<file path="src/rtl/bat_pkg.sv">
package bat_pkg;
  typedef enum logic [1:0] {
    OP_CURSOR = 2'd0,
    OP_BLINK  = 2'd1,
    OP_XWRITE = 2'd2,
    OP_YWRITE = 2'd3
  } cmd_op_e;

  typedef enum logic [1:0] {
    CUR_HIDE   = 2'd0,
    CUR_STEADY = 2'd1,
    CUR_FLASH  = 2'd2,
    CUR_RSVD   = 2'd3
  } cur_mode_e;
endpackage

</file>
<file path="src/rtl/bat_phase_gen.sv">
module bat_phase_gen #(
  parameter int PRESCALE = 62_500_000
) (
  input  logic clk,
  input  logic rst_n,
  input  logic ext_tick_i,
  input  logic src_int_i,
  input  logic clr_i,
  output logic phase_o
);
  localparam int CW = (PRESCALE > 1) ? $clog2(PRESCALE) : 1;

  logic [2:0]    sync_q;   // [0],[1] synchroniser, [2] previous value
  logic          rise;
  logic [CW-1:0] cnt_q;
  logic          term;

  always_ff @(posedge clk or negedge rst_n) begin
    if (!rst_n) sync_q <= '0;
    else        sync_q <= {sync_q[1:0], ext_tick_i};
  end

  assign rise = sync_q[1] & ~sync_q[2];
  assign term = (cnt_q == CW'(PRESCALE - 1));

  always_ff @(posedge clk or negedge rst_n) begin
    if (!rst_n)     cnt_q <= '0;
    else if (clr_i) cnt_q <= '0;
    else if (term)  cnt_q <= '0;
    else            cnt_q <= cnt_q + 1'b1;
  end

  always_ff @(posedge clk or negedge rst_n) begin
    if (!rst_n)                          phase_o <= 1'b1;
    else if (clr_i)                      phase_o <= 1'b1;
    else if (src_int_i ? term : rise)    phase_o <= ~phase_o;
  end

  // a detected external edge flips the phase in the external mode
  a_r1_ext_edge_flips: assert property (@(posedge clk) disable iff (!rst_n)
    (!src_int_i && rise && !clr_i) |=> (phase_o != $past(phase_o)));
  // between terminal counts the internal phase holds
  a_r2_int_holds: assert property (@(posedge clk) disable iff (!rst_n)
    (src_int_i && !term && !clr_i) |=> $stable(phase_o));
  // a clear lands in the lit phase
  a_r3_clear_lit: assert property (@(posedge clk) disable iff (!rst_n)
    clr_i |=> phase_o);
endmodule

</file>
<file path="src/rtl/bat_cell_reg.sv">
module bat_cell_reg
  import bat_pkg::*;
#(
  parameter int XW   = 5,
  parameter int YW   = 3,
  parameter int XMAX = 21
) (
  input  logic          clk,
  input  logic          rst_n,
  input  logic          cmd_valid_i,
  input  logic [1:0]    cmd_op_i,
  input  logic [XW-1:0] cmd_arg_i,
  output cur_mode_e     cur_mode_o,
  output logic          blink_en_o,
  output logic [XW-1:0] pos_x_o,
  output logic [YW-1:0] pos_y_o
);
  cmd_op_e       op;
  logic          armed_q;
  logic [XW-1:0] x_pend_q;
  logic          x_ok;

  assign op   = cmd_op_e'(cmd_op_i);
  assign x_ok = (cmd_arg_i <= XW'(XMAX));

  always_ff @(posedge clk or negedge rst_n) begin
    if (!rst_n) begin
      cur_mode_o <= CUR_HIDE;
      blink_en_o <= 1'b0;
      pos_x_o    <= '0;
      pos_y_o    <= '0;
      armed_q    <= 1'b0;
      x_pend_q   <= '0;
    end else if (cmd_valid_i) begin
      unique case (op)
        OP_CURSOR: if (cmd_arg_i[1:0] != CUR_RSVD) cur_mode_o <= cur_mode_e'(cmd_arg_i[1:0]);
        OP_BLINK:  blink_en_o <= cmd_arg_i[0];
        OP_XWRITE: if (x_ok) begin
          x_pend_q <= cmd_arg_i;
          armed_q  <= 1'b1;
        end
        OP_YWRITE: if (armed_q) begin
          pos_x_o <= x_pend_q;
          pos_y_o <= cmd_arg_i[YW-1:0];
          armed_q <= 1'b0;
        end
        default: ;
      endcase
    end
  end

  // the reserved cursor code leaves the mode alone
  a_r4_rsvd_keeps_mode: assert property (@(posedge clk) disable iff (!rst_n)
    (cmd_valid_i && op == OP_CURSOR && cmd_arg_i[1:0] == 2'b11) |=> $stable(cur_mode_o));
  // a committing Y write consumes the arming
  a_r6_commit_disarms: assert property (@(posedge clk) disable iff (!rst_n)
    (cmd_valid_i && op == OP_YWRITE && armed_q) |=> !armed_q);
  // an unarmed Y write does not move the cell
  a_r7_lone_y_ignored: assert property (@(posedge clk) disable iff (!rst_n)
    (cmd_valid_i && op == OP_YWRITE && !armed_q) |=> ($stable(pos_x_o) && $stable(pos_y_o)));
  // an out-of-range X write changes neither arming nor the pending column
  a_r8_bad_x_ignored: assert property (@(posedge clk) disable iff (!rst_n)
    (cmd_valid_i && op == OP_XWRITE && !x_ok) |=> ($stable(armed_q) && $stable(x_pend_q)));
endmodule

</file>
<file path="src/rtl/bat_query.sv">
module bat_query
  import bat_pkg::*;
#(
  parameter int XW = 5,
  parameter int YW = 3
) (
  input  logic          clk,
  input  logic          rst_n,
  input  logic          q_valid_i,
  input  logic [XW-1:0] q_x_i,
  input  logic [YW-1:0] q_y_i,
  input  cur_mode_e     cur_mode_i,
  input  logic          blink_en_i,
  input  logic [XW-1:0] pos_x_i,
  input  logic [YW-1:0] pos_y_i,
  input  logic          phase_i,
  output logic          q_valid_o,
  output logic          cur_show_o,
  output logic          chr_show_o
);
  logic hit;
  logic cur_d;
  logic chr_d;

  assign hit = (q_x_i == pos_x_i) && (q_y_i == pos_y_i);

  always_comb begin
    cur_d = 1'b0;
    if (hit) begin
      case (cur_mode_i)
        CUR_STEADY: cur_d = 1'b1;
        CUR_FLASH:  cur_d = phase_i;
        default:    cur_d = 1'b0;
      endcase
    end
    chr_d = (hit && blink_en_i) ? phase_i : 1'b1;
  end

  always_ff @(posedge clk or negedge rst_n) begin
    if (!rst_n) begin
      q_valid_o  <= 1'b0;
      cur_show_o <= 1'b0;
      chr_show_o <= 1'b1;
    end else begin
      q_valid_o <= q_valid_i;
      if (q_valid_i) begin
        cur_show_o <= cur_d;
        chr_show_o <= chr_d;
      end
    end
  end

  // every query is answered on the following cycle
  a_r9_answer_next: assert property (@(posedge clk) disable iff (!rst_n)
    q_valid_i |=> q_valid_o);
  // a hidden cursor is never reported
  a_r4_hidden_cursor: assert property (@(posedge clk) disable iff (!rst_n)
    (q_valid_i && cur_mode_i == CUR_HIDE) |=> !cur_show_o);
  // with blink off every character is drawn
  a_r5_no_blink_drawn: assert property (@(posedge clk) disable iff (!rst_n)
    (q_valid_i && !blink_en_i) |=> chr_show_o);
endmodule

</file>
<file path="src/rtl/blink_attr_timer.sv">
module blink_attr_timer
  import bat_pkg::*;
#(
  parameter int PRESCALE = 62_500_000,
  parameter int XW       = 5,
  parameter int YW       = 3,
  parameter int XMAX     = 21
) (
  input  logic          clk,
  input  logic          rst_n,
  input  logic          ext_tick_i,
  input  logic          src_int_i,
  input  logic          scaler_clr_i,
  input  logic          cmd_valid_i,
  input  logic [1:0]    cmd_op_i,
  input  logic [XW-1:0] cmd_arg_i,
  input  logic          q_valid_i,
  input  logic [XW-1:0] q_x_i,
  input  logic [YW-1:0] q_y_i,
  output logic          q_valid_o,
  output logic          cur_show_o,
  output logic          chr_show_o,
  output logic          phase_o
);
  cur_mode_e     cur_mode;
  logic          blink_en;
  logic [XW-1:0] pos_x;
  logic [YW-1:0] pos_y;

  bat_phase_gen #(.PRESCALE(PRESCALE)) u_phase (
    .clk(clk), .rst_n(rst_n), .ext_tick_i(ext_tick_i),
    .src_int_i(src_int_i), .clr_i(scaler_clr_i), .phase_o(phase_o)
  );

  bat_cell_reg #(.XW(XW), .YW(YW), .XMAX(XMAX)) u_cell (
    .clk(clk), .rst_n(rst_n), .cmd_valid_i(cmd_valid_i), .cmd_op_i(cmd_op_i),
    .cmd_arg_i(cmd_arg_i), .cur_mode_o(cur_mode), .blink_en_o(blink_en),
    .pos_x_o(pos_x), .pos_y_o(pos_y)
  );

  bat_query #(.XW(XW), .YW(YW)) u_query (
    .clk(clk), .rst_n(rst_n), .q_valid_i(q_valid_i), .q_x_i(q_x_i), .q_y_i(q_y_i),
    .cur_mode_i(cur_mode), .blink_en_i(blink_en), .pos_x_i(pos_x), .pos_y_i(pos_y),
    .phase_i(phase_o), .q_valid_o(q_valid_o), .cur_show_o(cur_show_o),
    .chr_show_o(chr_show_o)
  );
endmodule

</file>
<file path="config.mk">
export PLATFORM = sky130hd
export DESIGN_NAME = blink_attr_timer
export DESIGN_NICKNAME = d
export VERILOG_FILES = /design/src/rtl/bat_pkg.sv /design/src/rtl/bat_phase_gen.sv /design/src/rtl/bat_cell_reg.sv /design/src/rtl/bat_query.sv /design/src/rtl/blink_attr_timer.sv
export SDC_FILE = /design/constraint.sdc
export NUM_CORES = 1
export LEC_CHECK = 0
export BUFFER_PORTS_ARGS = -buffer_cell sky130_fd_sc_hd__clkbuf_2
export CAP_MARGIN = 20
export CORE_MARGIN = 4
export CORE_UTILIZATION = 45
export DETAILED_ROUTE_END_ITERATION = 10
export GPL_TIMING_DRIVEN = 0
export PLACE_DENSITY = 0.68
export SLEW_MARGIN = 25
export SYNTH_ARGS = -nofsm -noshare
export SYNTH_HDL_FRONTEND = slang
export SYNTH_SLANG_ARGS = --single-unit
export TNS_END_PERCENT = 100
</file>
<file path="constraint.sdc">
create_clock -name clk -period 3.1 [get_ports clk]
set_input_delay 0 -clock clk [delete_from_list [all_inputs] [get_ports clk]]
set_output_delay 0 -clock clk [all_outputs]
set_load 0.02 [all_outputs]
</file>
# Yosys cells after proc, flatten, opt, wreduce, memory -nomap -nowiden
# Index checks and enable logic that the tools add are counted.
# W data, S select, Z words.
# totals
reg_bits	50
input_bits	22
wordCells	47
# classes
n_addsub	1
magnitude_cmp	1
eq_ne	10
mux	10
n_bitwise	3
n_reduce_logical	10
# ops
op	n
$mux W26	2
$add A26 B1 Y26 const B	1
$eq A26 B26 Y1 const B	1
$reduce_and A3 Y1	4
$eq A2 B2 Y1 const B	3
$mux W1	6
$eq A5 B5 Y1	1
$le A5 B5 Y1 const B	1
$eq A2 B1 Y1 const B	2
$pmux W1 S2	2
$reduce_bool A2 Y1	2
$eq A3 B3 Y1	1
$logic_and A1 B1 Y1	2
$logic_not A2 Y1	1
$ne A2 B1 Y1 const B	1
$ne A2 B2 Y1 const B	1
$not A1 Y1	2
$reduce_and A2 Y1	1
$and A1 B1 Y1	1

# Depth between registers and ports, before layout
# Gate-level depths: netlist of the first run.
# depth
ltp_word	5
ltp_mapped	7
depth_no_buf	5

# Modules after synthesis
# Synthesis of the first run repeated with hierarchy kept, for this count alone.
# hier_totals
hier_cells	223
area_unflattened_um2	2454.9
# by_module_without_submodules
module	instances	cells_each	area_per_inst_um2	seq_area_each_um2
bat_phase_gen	1	150	1508.9	752.0
bat_cell_reg	1	48	708.2	425.4
bat_query	1	25	237.7	76.3

# Worst setup path after synthesis of the first run
# No wires, ideal clock.
# synth_timing
kind	reg-to-reg
startpoint	register u_phase.cnt_q[9]
endpoint	register u_phase.cnt_q[25]
t_arrival_ns	1.813
path_slack_ns	1.209
path_stages_with_launch	6
synth_period_minus_slack_ns	1.891
path_cell_list	dfrtp_1 > nand4_4 > or4_1 > buf_2 > or4_1 > a21oi_1
# synth_via
elab_chain_cells	3
word_cells_on_any_way	4
# synth_rtl
item	line_no	source
start: declaration	bat_phase_gen.sv:15	logic [CW-1:0] cnt_q;
start signal: assignment	bat_phase_gen.sv:30	else cnt_q <= cnt_q + 1'b1;
$add A26 B1 Y26 or $eq A26 B26 Y1 (tied branches)	bat_phase_gen.sv:30, bat_phase_gen.sv:24	
$mux W26 (*)	bat_phase_gen.sv:29	else if (term) cnt_q <= '0;
$mux W26 (*)	bat_phase_gen.sv:28	else if (clr_i) cnt_q <= '0;
# Mark *: on every way between the ends. The rest lies on a longest branch, timed or not.
# A chain may end at the register's enable or synchronous reset.

# Final worst setup path of the first run
# layout_timing
startpoint	register u_phase.cnt_q[0]
endpoint	register u_phase.cnt_q[14]
# The elaborated chain is that of the path after synthesis.

==> reports/results.md, run 1 <==
| Parameter | This run | Unit |
| --- | --- | --- |
| Cell chain of the critical path | ha_1, nand4_1, nor2_1, a41o_1, buf_6, clkbuf_1, nor2_1 | - |
| Number of CTS-inserted buffers | 5 | - |
| Cell area after layout | 2830 | sq um |
| Crit path DAT | 2.32 | ns |
| Final-report hold violation count | 0 | - |
| Cell area after technology mapping | 2420 | sq um |
| Area post-placement | 2640 | sq um |
| Peak Freq | 467 | MHz |
| Number of buffers added for setup after CTS | 0 | - |
| First-pass GRT wire length | 8260 | um |
| Initial antenna violation count | 0 | - |
| Clock slew at reported path FFs | 0.09 | ns |
| Die X-Extent | 81.4 | um |
| Clock latency on the worst-skew pair | 0.30 | ns |
| Max Buffers Root-to-Sink | 2 | - |
| Vias | 1881 | - |
| P per Cell Area | 472 | nW/um^2 |
| Total of flip-flops plus latches after synthesis | 50 | - |
| Via-per-instance ratio | 5.52 | - |
| Starting Density | 46.9 | % |
| Routed length per instance | 14.1 | um |
| Final setup violation count | 0 | - |
| Fin crit share | 69.1 | % |
| 1st-iter DRT viols | 96 | - |
| Netlist cell types | 37 | - |
| Die area | 6630 | sq um |
| Crit Path Category | reg2reg | - |
| Remaining routing DRC violations | 0 | - |
| Worst path slowest cell | sky130_fd_sc_hd__dfrtp_1 | - |
| CTS Root Buffer Type | sky130_fd_sc_hd__clkbuf_8 | - |
| RSZ-0062 raised after global routing | false | - |
| Count of filler cells inserted in the layout | 458 | - |
| Maximum number of pins on one net before global-route repair | 51 | - |
| Leading register cell type out of synthesis | sky130_fd_sc_hd__dfrtp_1 | - |
| Synthesized Nets | 253 | - |
| Number of instances in the synthesized netlist | 228 | - |
| Slew @ Worst Pin | 0.668 | ns |
| Final layout net count | 295 | - |
| Remaining Overflow, GRT | 0 | - |
| Reg2Reg Capture Point | u_phase.cnt_q[14] | - |
| Launch point of the worst path | u_phase.cnt_q[0] | - |
| Fraction of synthesis flops using an asynchronous set or reset pin | 100 | % |
| Max-capacitance violation count | 0 | - |
| Placeable core region | 5170 | sq um |
| Clock tree from TritonCTS | yes | - |
| CTS H-tree depth | 2 | - |
| Detailed placement HPWL | 3400 | um |
| Number of core rows | 26 | - |
| Count of yosys warnings during synthesis | 0 | - |
| Worst hold start | cmd_arg_i[1] | - |
| Routed Antenna Nets | 0 | - |
| Leakage power figure | 1.19 | nW |
| Number of enable flip-flop cells after synthesis | 0 | - |
| Global-route total usage across every layer | 16.1 | % |
| Top-level I/O count | 26 | - |
| Synth-to-layout area growth | 16.6 | % |
| Worst path most repeated cell | sky130_fd_sc_hd__nor2_1 | - |
| Crit-path max FO | 10 | - |
| Worst Path Required | 3.28 | ns |
| Register-to-Register Setup Slack | 0.96 | ns |
| Slew Viols, Final | 0 | - |
| Kind of start point of the critical path | flip-flop | - |
| Number of diodes added for antenna fixing | 0 | - |
| Accumulated negative setup slack | 0 | ns |
| End point of the most critical hold path | u_cell.pos_y_o[1] | - |
| Worst hold path class | in2reg | - |
| Relative max-transition margin | 55.4 | % |
| Slowest cell delay on critical path | 0.41 | ns |
| Peak supply drop | 242 | uV |
| Weighted congestion reported at the end of routability-driven placement | 0.778 | - |
| Total detailed-routing wirelength | 4800 | um |
| Shortest period the worst path allows | 2.14 | ns |
| Die Ht | 81.4 | um |
| Iteration count of the initial detailed-routing pass | 4 | - |
| CP delay by family, top | simple AND/OR/NAND/NOR gates | - |
| Critical path capture point type | flip-flop | - |
| Hold path cells | 2 | - |
| Number of gates resized after cts | 0 | - |
| Clock sink count | 50 | - |
| Worst reg-to-reg path cell count | 7 | - |
| Reg-to-Reg Start | u_phase.cnt_q[0] | - |
| Final setup skew | 0.00820 | ns |
| Number of input and output port buffers inserted | 25 | - |
| Fraction of layout instances using a drive strength above 1 | 20.7 | % |
| Status | finished, final reports clean | - |
| Number of global-route vias before repair | 1780 | - |
| Mean instance size in the synthesized netlist | 10.6 | sq um |
| Seq/Total Area, Yosys | 51.7 | % |
| Number of buffers and inverters on the critical path | 2 | - |
## cells by family after synthesis
kind of cell	count (synthesis)	share of synthesized area, %
buffers and inverters	13	2.84
adders and majority gates	3	1.55
muxes	15	6.91
DFF	50	51.7
xor gates and xnor gates	22	7.95
AOI/OAI and AO/OA	28	6.76
and+or+nand+nor	97	22.3
## placed cells by master, fill, tap and decap left out, types with 2 or more instances in the layout
| cell type | Yosys | final |
|---|---|---|
| sky130_fd_sc_hd__or3_1 | 5 | 5 |
| sky130_fd_sc_hd__and4_1 | 4 | 4 |
| sky130_fd_sc_hd__a21oi_1 | 13 | 13 |
| sky130_fd_sc_hd__nor2_1 | 30 | 30 |
| sky130_fd_sc_hd__buf_6 | 2 | 2 |
| sky130_fd_sc_hd__mux2_2 | 14 | 14 |
| sky130_fd_sc_hd__dlygate4sd3_1 | 0 | 10 |
| sky130_fd_sc_hd__a31oi_1 | 2 | 2 |
| sky130_fd_sc_hd__nor3_1 | 4 | 4 |
| sky130_fd_sc_hd__xor2_1 | 7 | 7 |
| sky130_fd_sc_hd__dfrtp_1 | 48 | 48 |
| sky130_fd_sc_hd__clkbuf_1 | 2 | 3 |
| sky130_fd_sc_hd__clkbuf_8 | 0 | 5 |
| sky130_fd_sc_hd__nand4_1 | 14 | 14 |
| sky130_fd_sc_hd__xnor2_1 | 15 | 15 |
| sky130_fd_sc_hd__ha_1 | 3 | 3 |
| sky130_fd_sc_hd__inv_1 | 7 | 7 |
| sky130_fd_sc_hd__or3b_2 | 2 | 2 |
| sky130_fd_sc_hd__o31ai_1 | 4 | 4 |
| sky130_fd_sc_hd__and3_1 | 2 | 2 |
| sky130_fd_sc_hd__nand3_1 | 9 | 9 |
| sky130_fd_sc_hd__clkbuf_2 | 0 | 24 |
| sky130_fd_sc_hd__or4_1 | 5 | 5 |
| sky130_fd_sc_hd__nor4_1 | 6 | 6 |
| sky130_fd_sc_hd__clkinvlp_4 | 0 | 2 |
| sky130_fd_sc_hd__o21ai_0 | 6 | 6 |
| sky130_fd_sc_hd__nand2_1 | 9 | 9 |
| sky130_fd_sc_hd__dfstp_2 | 2 | 2 |
## cell type report
cell class	count	area [sq um]	area share [%]
Sequential cell	50	1250	44.3
Multi-Input combinational cell	165	1100	39.0
Timing Repair Buffer	35	228	8.05
Tap cell	70	87.6	3.10
Clock buffer	6	72.6	2.57
Buffer	6	42.5	1.50
Inverter	7	26.3	0.929
Clock inverter	2	15.0	0.531
## worst max-delay path by stage
stage	cells past startpoint	slack (ns)	endpoint
2_1_floorplan	5	1.21	u_phase.cnt_q[25]
3_3_place_gp	7	0.98	u_phase.cnt_q[9]
3_5_place_dp	7	0.96	u_phase.cnt_q[14]
4_1_cts	7	0.94	u_phase.cnt_q[14]
5_1_grt	7	0.76	u_phase.cnt_q[11]
6_report	7	0.96	u_phase.cnt_q[14]
## power breakdown
| part | switching [mW] | internal, mW | leakage (nW) |
|---|---|---|---|
| combinational | 0.0802 | 0.112 | 0.503 |
| clock | 0.211 | 0.159 | 0.0374 |
| sequential | 0.0453 | 0.725 | 0.646 |
## registers in the layout, summed over array words and instances (netlist names)
name	count
u_cell.x_pend_q	5
u_cell.pos_x_o	5
u_query.cur_show_o	1
u_cell.cur_mode_o	2
u_cell.armed_q	1
u_cell.pos_y_o	3
u_query.chr_show_o	1
u_phase.sync_q	3
u_query.q_valid_o	1
u_phase.phase_o	1
u_cell.blink_en_o	1
u_phase.cnt_q	26
## what timing repair did
action | CTS | global route
setup endpoints to repair | 0 | 0
endpoints found under the hold margin | 60 | 0
hold buffers | 10 | 0
## cell usage after synthesis, types with 2 or more instances
master                      n  area [sq um]
sky130_fd_sc_hd__dfrtp_1   48          1200
sky130_fd_sc_hd__nor2_1    30           113
sky130_fd_sc_hd__xnor2_1   15           131
sky130_fd_sc_hd__mux2_2    14           158
sky130_fd_sc_hd__nand4_1   14          87.6
sky130_fd_sc_hd__a21oi_1   13          65.1
sky130_fd_sc_hd__nand2_1    9          33.8
sky130_fd_sc_hd__nand3_1    9          45.0
sky130_fd_sc_hd__inv_1      7          26.3
sky130_fd_sc_hd__xor2_1     7          61.3
sky130_fd_sc_hd__nor4_1     6          37.5
sky130_fd_sc_hd__o21ai_0    6          30.0
sky130_fd_sc_hd__or3_1      5          31.3
sky130_fd_sc_hd__or4_1      5          37.5
sky130_fd_sc_hd__and4_1     4          35.0
sky130_fd_sc_hd__nor3_1     4          20.0
sky130_fd_sc_hd__o31ai_1    4          30.0
sky130_fd_sc_hd__ha_1       3          37.5
sky130_fd_sc_hd__a31oi_1    2          12.5
sky130_fd_sc_hd__and3_1     2          12.5
sky130_fd_sc_hd__buf_6      2          22.5
sky130_fd_sc_hd__clkbuf_1   2          7.51
sky130_fd_sc_hd__dfstp_2    2          52.6
sky130_fd_sc_hd__or3b_2     2          17.5
## metrics by stage
step           hold WS [ns]  power (mW)  setup WS, ns  utilization [%]  cells
2_1_floorplan        -0.296       0.904          1.21                -    228
3_3_place_gp          0.111       0.959         0.977             51.0    323
3_5_place_dp          0.110       0.968         0.964             51.0    323
4_1_cts              0.0120        1.35         0.942             54.7    341
5_1_grt              0.0132        1.41         0.761             54.7    341
6_report             0.0263        1.33         0.959             54.7    341
## layer usage
layer | GRT usage, % | wire, um | part of all wire [%] | up-vias
li1 | - | - | - | 908
met1 | 22.9 | 2300 | 48 | 918
met2 | 24.4 | 2210 | 46 | 48
met3 | 2.88 | 208 | 4.3 | 7
met4 | 6.25 | 81 | 1.7 | 0
met5 | 0 | 0 | 0 | -
Power figures use the tool's default switching activity.
==> run 2: changes to the inputs <==
==> constraint.sdc (replaced) <==
create_clock -name clk -period 2.25 [get_ports clk]
set_input_delay 0 -clock clk [delete_from_list [all_inputs] [get_ports clk]]
set_output_delay 0 -clock clk [all_outputs]
set_load 0.02 [all_outputs]
==> reports/results.md, run 2 (synthesized netlist as in run 1, its figures left out) <==
| Parameter | This run | Unit | vs previous |
| --- | --- | --- | --- |
| Via-per-instance ratio | 5.48 | - | -0.61% |
| End point of the most critical hold path | u_cell.pos_y_o[1] | - |  |
| Relative max-transition margin | 55.5 | % | about the same |
| Vias | 1864 | - | -0.90% |
| Register-to-Register Setup Slack | 0.13 | ns | -0.83 ns |
| Reg-to-Reg Start | u_phase.cnt_q[0] | - |  |
| Worst hold path class | in2reg | - |  |
| Final setup slack of the worst path | 0.126 | ns | -0.834 ns |
| Routed Antenna Nets | 0 | - | unchanged |
| Maximum number of pins on one net before global-route repair | 51 | - | unchanged |
| Worst hold start | cmd_arg_i[1] | - |  |
| Total design power | 1.84 | mW | +38% |
| Weighted congestion reported at the end of routability-driven placement | 0.778 | - | unchanged |
| CTS Root Buffer Type | sky130_fd_sc_hd__clkbuf_8 | - |  |
| Remaining Overflow, GRT | 0 | - | unchanged |
| Crit path DAT | 2.35 | ns | +0.03 ns |
| Clock latency on the worst-skew pair | 0.30 | ns | about the same |
| Worst Path Required | 2.47 | ns | -0.81 ns |
| Accumulated negative setup slack | 0 | ns | unchanged |
| Shortest period the worst path allows | 2.12 | ns | -0.0163 ns |
| Pre-CTS WS | 0.114 | ns | -0.850 ns |
| CTS H-tree depth | 2 | - | unchanged |
| Status | finished, final reports clean | - |  |
| Leakage power figure | 1.19 | nW | +0.15% |
| Remaining routing DRC violations | 0 | - | unchanged |
| Global-route total usage across every layer | 16.1 | % | unchanged |
| Die Ht | 81.4 | um | unchanged |
| Slew Viols, Final | 0 | - | unchanged |
| Starting Density | 46.9 | % | unchanged |
| Final-report hold violation count | 0 | - | unchanged |
| Crit-path max FO | 8 | - | -2 |
| Iteration count of the initial detailed-routing pass | 4 | - | unchanged |
| P per Cell Area | 650 | nW/um^2 | +38% |
| Final setup skew | 0.00778 | ns | -0.000421 ns |
| Worst reg-to-reg path cell count | 5 | - | -2 |
| Number of global-route vias before repair | 1780 | - | unchanged |
| Initial antenna violation count | 0 | - | unchanged |
| 1st-iter DRT viols | 101 | - | +5.2% |
| Largest Register | u_phase.cnt_q | - |  |
| Number of core rows | 26 | - | unchanged |
| Number of input and output port buffers inserted | 25 | - | unchanged |
| Launch point of the worst path | u_phase.cnt_q[0] | - |  |
| Hold_ws | 0.0250 | ns | -0.00124 ns |
| Hold path cells | 2 | - | unchanged |
| Synth-to-layout area growth | 16.5 | % | about the same |
| Peak supply drop | 333 | uV | +38% |
| DP Cell Count | 323 | - | unchanged |
| Die area | 6630 | sq um | unchanged |
| Number of flip-flops in the largest register | 26 | - | unchanged |
| Final setup violation count | 0 | - | unchanged |
| Count of filler cells inserted in the layout | 459 | - | +0.22% |
| Number of diodes added for antenna fixing | 0 | - | unchanged |
| Fraction of layout instances using a drive strength above 1 | 21.1 | % | +0.45 points |
| Clock tree from TritonCTS | yes | - |  |
| Reg2Reg Capture Point | u_phase.cnt_q[22] | - |  |
| Die X-Extent | 81.4 | um | unchanged |
| Peak Freq | 471 | MHz | +0.77% |
| Kind of start point of the critical path | flip-flop | - |  |
| Detailed placement HPWL | 3400 | um | unchanged |
| RSZ-0062 raised after global routing | false | - |  |
| Clock slew at reported path FFs | 0.09 | ns | about the same |
| Critical path capture point type | flip-flop | - |  |
| Final layout net count | 294 | - | -0.34% |
| First-pass GRT wire length | 8260 | um | unchanged |
| Top library cells by usage in the layout, fill and taps aside | 48 x sky130_fd_sc_hd__dfrtp_1, 30 x sky130_fd_sc_hd__nor2_1, 25 x sky130_fd_sc_hd__clkbuf_2, 15 x sky130_fd_sc_hd__xnor2_1 | - |  |
| Slew @ Worst Pin | 0.668 | ns | -0.000626 ns |
| Crit Path Category | reg2reg | - |  |
| Most common library cell in the layout ignoring fill and taps | sky130_fd_sc_hd__dfrtp_1 | - |  |
| Number of CTS-inserted buffers | 5 | - | unchanged |
| Clock sink count | 50 | - | unchanged |
| Top-level I/O count | 26 | - | unchanged |
| Placeable core region | 5170 | sq um | unchanged |
| Routed length per instance | 14.2 | um | +0.46% |
| Largest registers | u_phase.cnt_q: 26 flops, u_cell.pos_x_o: 5 flops, u_cell.x_pend_q: 5 flops | - |  |
| Non-filler instance count after layout | 340 | - | -0.29% |
| Total detailed-routing wirelength | 4810 | um | +0.17% |
| Max-capacitance violation count | 0 | - | unchanged |
| Fin crit share | 94.4 | % | +25 points |
| Max Buffers Root-to-Sink | 2 | - | unchanged |
## run 2: report_power, final
part           switching [mW]  total [mW]  internal, mW
combinational           0.111       0.265         0.155
sequential             0.0627        1.06         0.999
clock                   0.289       0.508         0.219
## run 2: what timing repair did
item,4_1_cts,5_1_grt
endpoints found under the setup margin,0,19
hold buffers,10,0
buffers inserted,0,0
endpoints found under the hold margin,60,0
gates resized for setup,0,2
## run 2: worst max-delay path by stage
stage	end	slack (ns)	cells after the start
6_report	u_phase.cnt_q[22]	0.13	5
2_1_floorplan	u_phase.cnt_q[25]	0.36	5
5_1_grt	u_phase.cnt_q[22]	0.03	5
3_5_place_dp	u_phase.cnt_q[14]	0.11	7
4_1_cts	u_phase.cnt_q[14]	0.09	7
3_3_place_gp	u_phase.cnt_q[9]	0.13	7
## run 2: area by class of cell
type	instances	area, sq um	share of cell area [%]
sequential	50	1250	44.4
multi-input combinational	165	1100	39.0
timing repair buffer	35	228	8.06
tap	70	87.6	3.10
clock buffer	6	72.6	2.57
buffer	5	40.0	1.42
inverter	7	26.3	0.930
clock inverter	2	15.0	0.531
## run 2: layer usage
layer / global-route usage [%] / vias to the layer above / routed length, um
li1: - / 906 / -
met1: 22.9 / 913 / 2340
met2: 24.4 / 39 / 2210
met3: 2.88 / 6 / 183
met4: 6.25 / 0 / 77
met5: 0 / - / 0
## run 2: stage by stage
| stage | instance area (sq um) | util, % |
|---|---|---|
| after global routing | 2830 | 54.6 |
| final | 2830 | 54.6 |
| after floorplan | 2420 | - |
| after global placement | 2640 | 51.0 |
| after CTS | 2830 | 54.7 |
| after detailed placement | 2640 | 51.0 |
## run 2: worst max-delay path, stage by stage (launching register included)
cell and delay, ns:
sky130_fd_sc_hd__dfrtp_1 0.41, sky130_fd_sc_hd__ha_1 0.24, sky130_fd_sc_hd__nand4_1 0.35, sky130_fd_sc_hd__nor4_1 0.42, sky130_fd_sc_hd__or3b_2 0.47, sky130_fd_sc_hd__a21oi_1 0.15
==> run 3: changes to the inputs <==
--- a/config.mk
+++ b/config.mk
@@ -5,13 +5,14 @@
 export SDC_FILE = /design/constraint.sdc
 export NUM_CORES = 1
 export LEC_CHECK = 0
+export ABC_AREA = 1
 export BUFFER_PORTS_ARGS = -buffer_cell sky130_fd_sc_hd__clkbuf_2
 export CAP_MARGIN = 20
 export CORE_MARGIN = 4
 export CORE_UTILIZATION = 45
 export DETAILED_ROUTE_END_ITERATION = 10
 export GPL_TIMING_DRIVEN = 0
-export PLACE_DENSITY = 0.68
+export PLACE_DENSITY = 0.67
 export SLEW_MARGIN = 25
 export SYNTH_ARGS = -nofsm -noshare
 export SYNTH_HDL_FRONTEND = slang
==> reports/results.md, run 3 <==
| Parameter | This run | Unit | vs previous |
| --- | --- | --- | --- |
| Number of diodes added for antenna fixing | 0 | - | unchanged |
| Hold_ws | -0.00300 | ns | -0.0280 ns |
| Reg-to-Reg Start | u_phase.cnt_q[0] | - |  |
| Die X-Extent | 85.4 | um | +4.9% |
| Violations in the final reports | hold timing | - |  |
| Die Ht | 85.4 | um | +4.9% |
| Final-report hold violation count | 1 | - | +1 |
| Complex-gate fraction of the synthesized area | 5.10 | % | -1.7 points |
| Clock tree from TritonCTS | yes | - |  |
| Total design power | 1.84 | mW | +0.44% |
| Status | complete, but fails checks | - |  |
| Number of enable flip-flop cells after synthesis | 0 | - | unchanged |
| Max-capacitance violation count | 0 | - | unchanged |
| Largest registers | u_phase.cnt_q: 26 flops, u_cell.pos_x_o: 5 flops, u_cell.x_pend_q: 5 flops | - |  |
| Kind of start point of the critical path | flip-flop | - |  |
| Routed length per instance | 12.8 | um | -9.9% |
| Top cells by instance count after synthesis | 73 x sky130_fd_sc_hd__nand2_1, 64 x sky130_fd_sc_hd__nor2_1, 48 x sky130_fd_sc_hd__dfrtp_1, 41 x sky130_fd_sc_hd__inv_1, 22 x sky130_fd_sc_hd__nand3_1 | - |  |
| Total detailed-routing wirelength | 5800 | um | +21% |
| Final layout net count | 407 | - | +38% |
| Register-to-Register Setup Slack | 0.56 | ns | +0.43 ns |
| Cell chain of the critical path | ha_1, nand2_2, nor2_4, nand2_1, nor2_2, nand2_1, nand2_2, nor3_1 | - |  |
| Top library cells by usage in the layout, fill and taps aside | 73 x sky130_fd_sc_hd__nand2_1, 64 x sky130_fd_sc_hd__nor2_1, 48 x sky130_fd_sc_hd__dfrtp_1, 41 x sky130_fd_sc_hd__inv_1, 24 x sky130_fd_sc_hd__clkbuf_2 | - |  |
| Final setup slack of the worst path | 0.560 | ns | +0.435 ns |
| Iteration count of the initial detailed-routing pass | 4 | - | unchanged |
| Routed Antenna Nets | 0 | - | unchanged |
| Peak Freq | 592 | MHz | +26% |
| Fin crit share | 75.1 | % | -19 points |
| Leakage power figure | 1.34 | nW | +13% |
| Most common library cell in the layout ignoring fill and taps | sky130_fd_sc_hd__nand2_1 | - |  |
| Critical path capture point type | flip-flop | - |  |
| RSZ-0062 raised after global routing | false | - |  |
| Worst Path Required | 2.45 | ns | -0.02 ns |
| Crit path DAT | 1.89 | ns | -0.46 ns |
| Die area | 7290 | sq um | +10% |
| Hold path cells | 3 | - | +1 |
| Post-Synth Adder-Cell Area | 1.39 | % | -0.16 points |
| Area share of the leading cell type in the synthesized netlist | 44.5 | % | -5.0 points |
| Portion of netlist area occupied by mux cells | 2.51 | % | -4.4 points |
| Slew Viols, Final | 0 | - | unchanged |
| Simple logic cell fraction of the synthesized area | 32.3 | % | +10 points |
| Relative max-transition margin | 55.7 | % | +0.21 points |
| Fraction of synthesis flops using an asynchronous set or reset pin | 100 | % | unchanged |
| Synthesized Nets | 367 | - | +45% |
| Synth-to-layout area growth | 14.3 | % |  |
| Largest Register | u_phase.cnt_q | - |  |
| Clock slew at reported path FFs | 0.10 | ns | about the same |
| Remaining routing DRC violations | 0 | - | unchanged |
| P per Cell Area | 598 | nW/um^2 | -7.9% |
| Leading register cell type out of synthesis | sky130_fd_sc_hd__dfrtp_1 | - |  |
| Slowest cell delay on critical path | 0.40 | ns | -0.07 ns |
| Final setup violation count | 0 | - | unchanged |
| Total of flip-flops plus latches after synthesis | 50 | - | unchanged |
| Largest area contributor in the netlist | sky130_fd_sc_hd__dfrtp_1 | - |  |
| Number of core rows | 27 | - | +3.8% |
| Cell area after technology mapping | 2700 | sq um | +11% |
| Starting Density | 47.8 | % | +0.91 points |
| Detailed placement HPWL | 4450 | um | +31% |
| Mean instance size in the synthesized netlist | 7.88 | sq um | -26% |
| Synth Area in XOR/XNOR | 5.52 | % | -2.4 points |
| Seq/Total Area, Yosys | 46.5 | % | -5.2 points |
| Dominant cells by area after synthesis | sky130_fd_sc_hd__dfrtp_1 45%, sky130_fd_sc_hd__nand2_1 10%, sky130_fd_sc_hd__nor2_1 8.9%, sky130_fd_sc_hd__inv_1 5.7%, sky130_fd_sc_hd__nand3_1 4.1% | - |  |
| Number of input and output port buffers inserted | 25 | - | unchanged |
| Clock latency on the worst-skew pair | 0.31 | ns | about the same |
| Top-level I/O count | 26 | - | unchanged |
| Global-route total usage across every layer | 17.6 | % | +1.5 points |
| 1st-iter DRT viols | 196 | - | +94% |
| Initial antenna violation count | 0 | - | unchanged |
| Number of CTS-inserted buffers | 5 | - | unchanged |
| Count of filler cells inserted in the layout | 527 | - | +15% |
| Worst reg-to-reg path cell count | 8 | - | +3 |
| Largest family of logic cells by synthesized area | simple AND/OR/NAND/NOR gates | - |  |
| Accumulated negative setup slack | 0 | ns | unchanged |
| Pre-CTS WS | 0.566 | ns | +0.452 ns |
| Peak supply drop | 380 | uV | +14% |
| Shortest period the worst path allows | 1.69 | ns | -0.435 ns |
| Reg2Reg Capture Point | u_phase.cnt_q[15] | - |  |
| Maximum number of pins on one net before global-route repair | 51 | - | unchanged |
| Crit-path max FO | 10 | - | +2 |
| Count of yosys warnings during synthesis | 0 | - | unchanged |
| Number of buffers added for setup after CTS | 0 | - | unchanged |
| Via-per-instance ratio | 4.95 | - | -9.8% |
| Number of global-route vias before repair | 2290 | - | +29% |
| CTS Root Buffer Type | sky130_fd_sc_hd__clkbuf_8 | - |  |
| CTS H-tree depth | 2 | - | unchanged |
| First-pass GRT wire length | 10400 | um | +26% |
| Weighted congestion reported at the end of routability-driven placement | 0.912 | - | +17% |
| Worst hold path class | in2reg | - |  |
| Max Buffers Root-to-Sink | 2 | - | unchanged |
| Leading cell type by number of instances after synthesis | sky130_fd_sc_hd__nand2_1 | - |  |
| Worst path slowest cell | sky130_fd_sc_hd__dfrtp_1 | - |  |
| Crit Path Category | reg2reg | - |  |
| Placeable core region | 5640 | sq um | +9.1% |
| End point of the most critical hold path | u_cell.pos_y_o[1] | - |  |
| Vias | 2250 | - | +21% |
| Worst hold start | cmd_arg_i[1] | - |  |
| Fraction of layout instances using a drive strength above 1 | 16.4 | % | -4.7 points |
| Number of instances in the synthesized netlist | 342 | - | +50% |
| Slew @ Worst Pin | 0.665 | ns | -0.00312 ns |
| Remaining Overflow, GRT | 0 | - | unchanged |
| Netlist cell types | 30 | - | -19% |
| Clock sink count | 50 | - | unchanged |
| Final setup skew | 0.0128 | ns | +0.00498 ns |
| Number of flip-flops in the largest register | 26 | - | unchanged |
## run 3: cell type report
class / instances / area [sq um] / area share [%]
clock buffers: 6 / 72.6 / 2.35
well taps: 72 / 90.1 / 2.92
inverters: 43 / 161 / 5.24
repair buffers: 33 / 208 / 6.74
plain buffers: 3 / 20.0 / 0.650
flip-flops and latches: 50 / 1250 / 40.7
multi-input cells: 246 / 1260 / 40.9
clock inverters: 2 / 15.0 / 0.487
## run 3: worst max path at each step
stage                     depth (start not counted)                end        startpoint
after floorplan                                   8  u_phase.cnt_q[15]  u_phase.cnt_q[0]
after global placement                            8  u_phase.cnt_q[15]  u_phase.cnt_q[0]
after detailed placement                          8  u_phase.cnt_q[15]  u_phase.cnt_q[0]
after CTS                                         8  u_phase.cnt_q[15]  u_phase.cnt_q[0]
after global routing                              8  u_phase.cnt_q[15]  u_phase.cnt_q[0]
final                                             8  u_phase.cnt_q[15]  u_phase.cnt_q[0]
## run 3: report_power, final
| part | internal, mW | leakage [nW] | total, mW | switching [mW] |
|---|---|---|---|---|
| logic | 0.137 | 0.654 | 0.255 | 0.119 |
| clock network | 0.220 | 0.0374 | 0.537 | 0.317 |
| registers | 0.990 | 0.650 | 1.05 | 0.0609 |
| total | 1.35 | 1.34 | 1.84 | 0.496 |
## run 3: cell families after synthesis
kind of cell,count (synthesis)
simple gates,196
flops,50
buf+inv,46
compound gates,24
xor+xnor,17
mux,6
fa+ha+maj,3
## run 3: what timing repair did
item                                   in CTS  in global routing
endpoints found under the hold margin      62                  0
resized for setup                           0                  0
hold buffers                                8                  0
## run 3: stage by stage
stage	utilization, %	instance area, sq um	instances
final	54.6	3080	455
after global routing	54.6	3080	455
after CTS	54.6	3080	455
after detailed placement	51.7	2910	439
after global placement	51.6	2910	439
after floorplan	-	2700	342
## run 3: worst max-delay path, delay by kind of cell, from the launching register on
family | cells | cell delay, ns
and+or+nand+nor | 7 | 0.97
DFF | 1 | 0.40
adders and majority gates | 1 | 0.20
## run 3: routing by layer
layer	routed length, um	vias to the layer above	track usage [%]
li1	-	1156	-
met4	61	0	6.76
met5	0	-	0
met1	2670	1018	22.3
met2	2800	68	29.5
met3	271	8	3.59
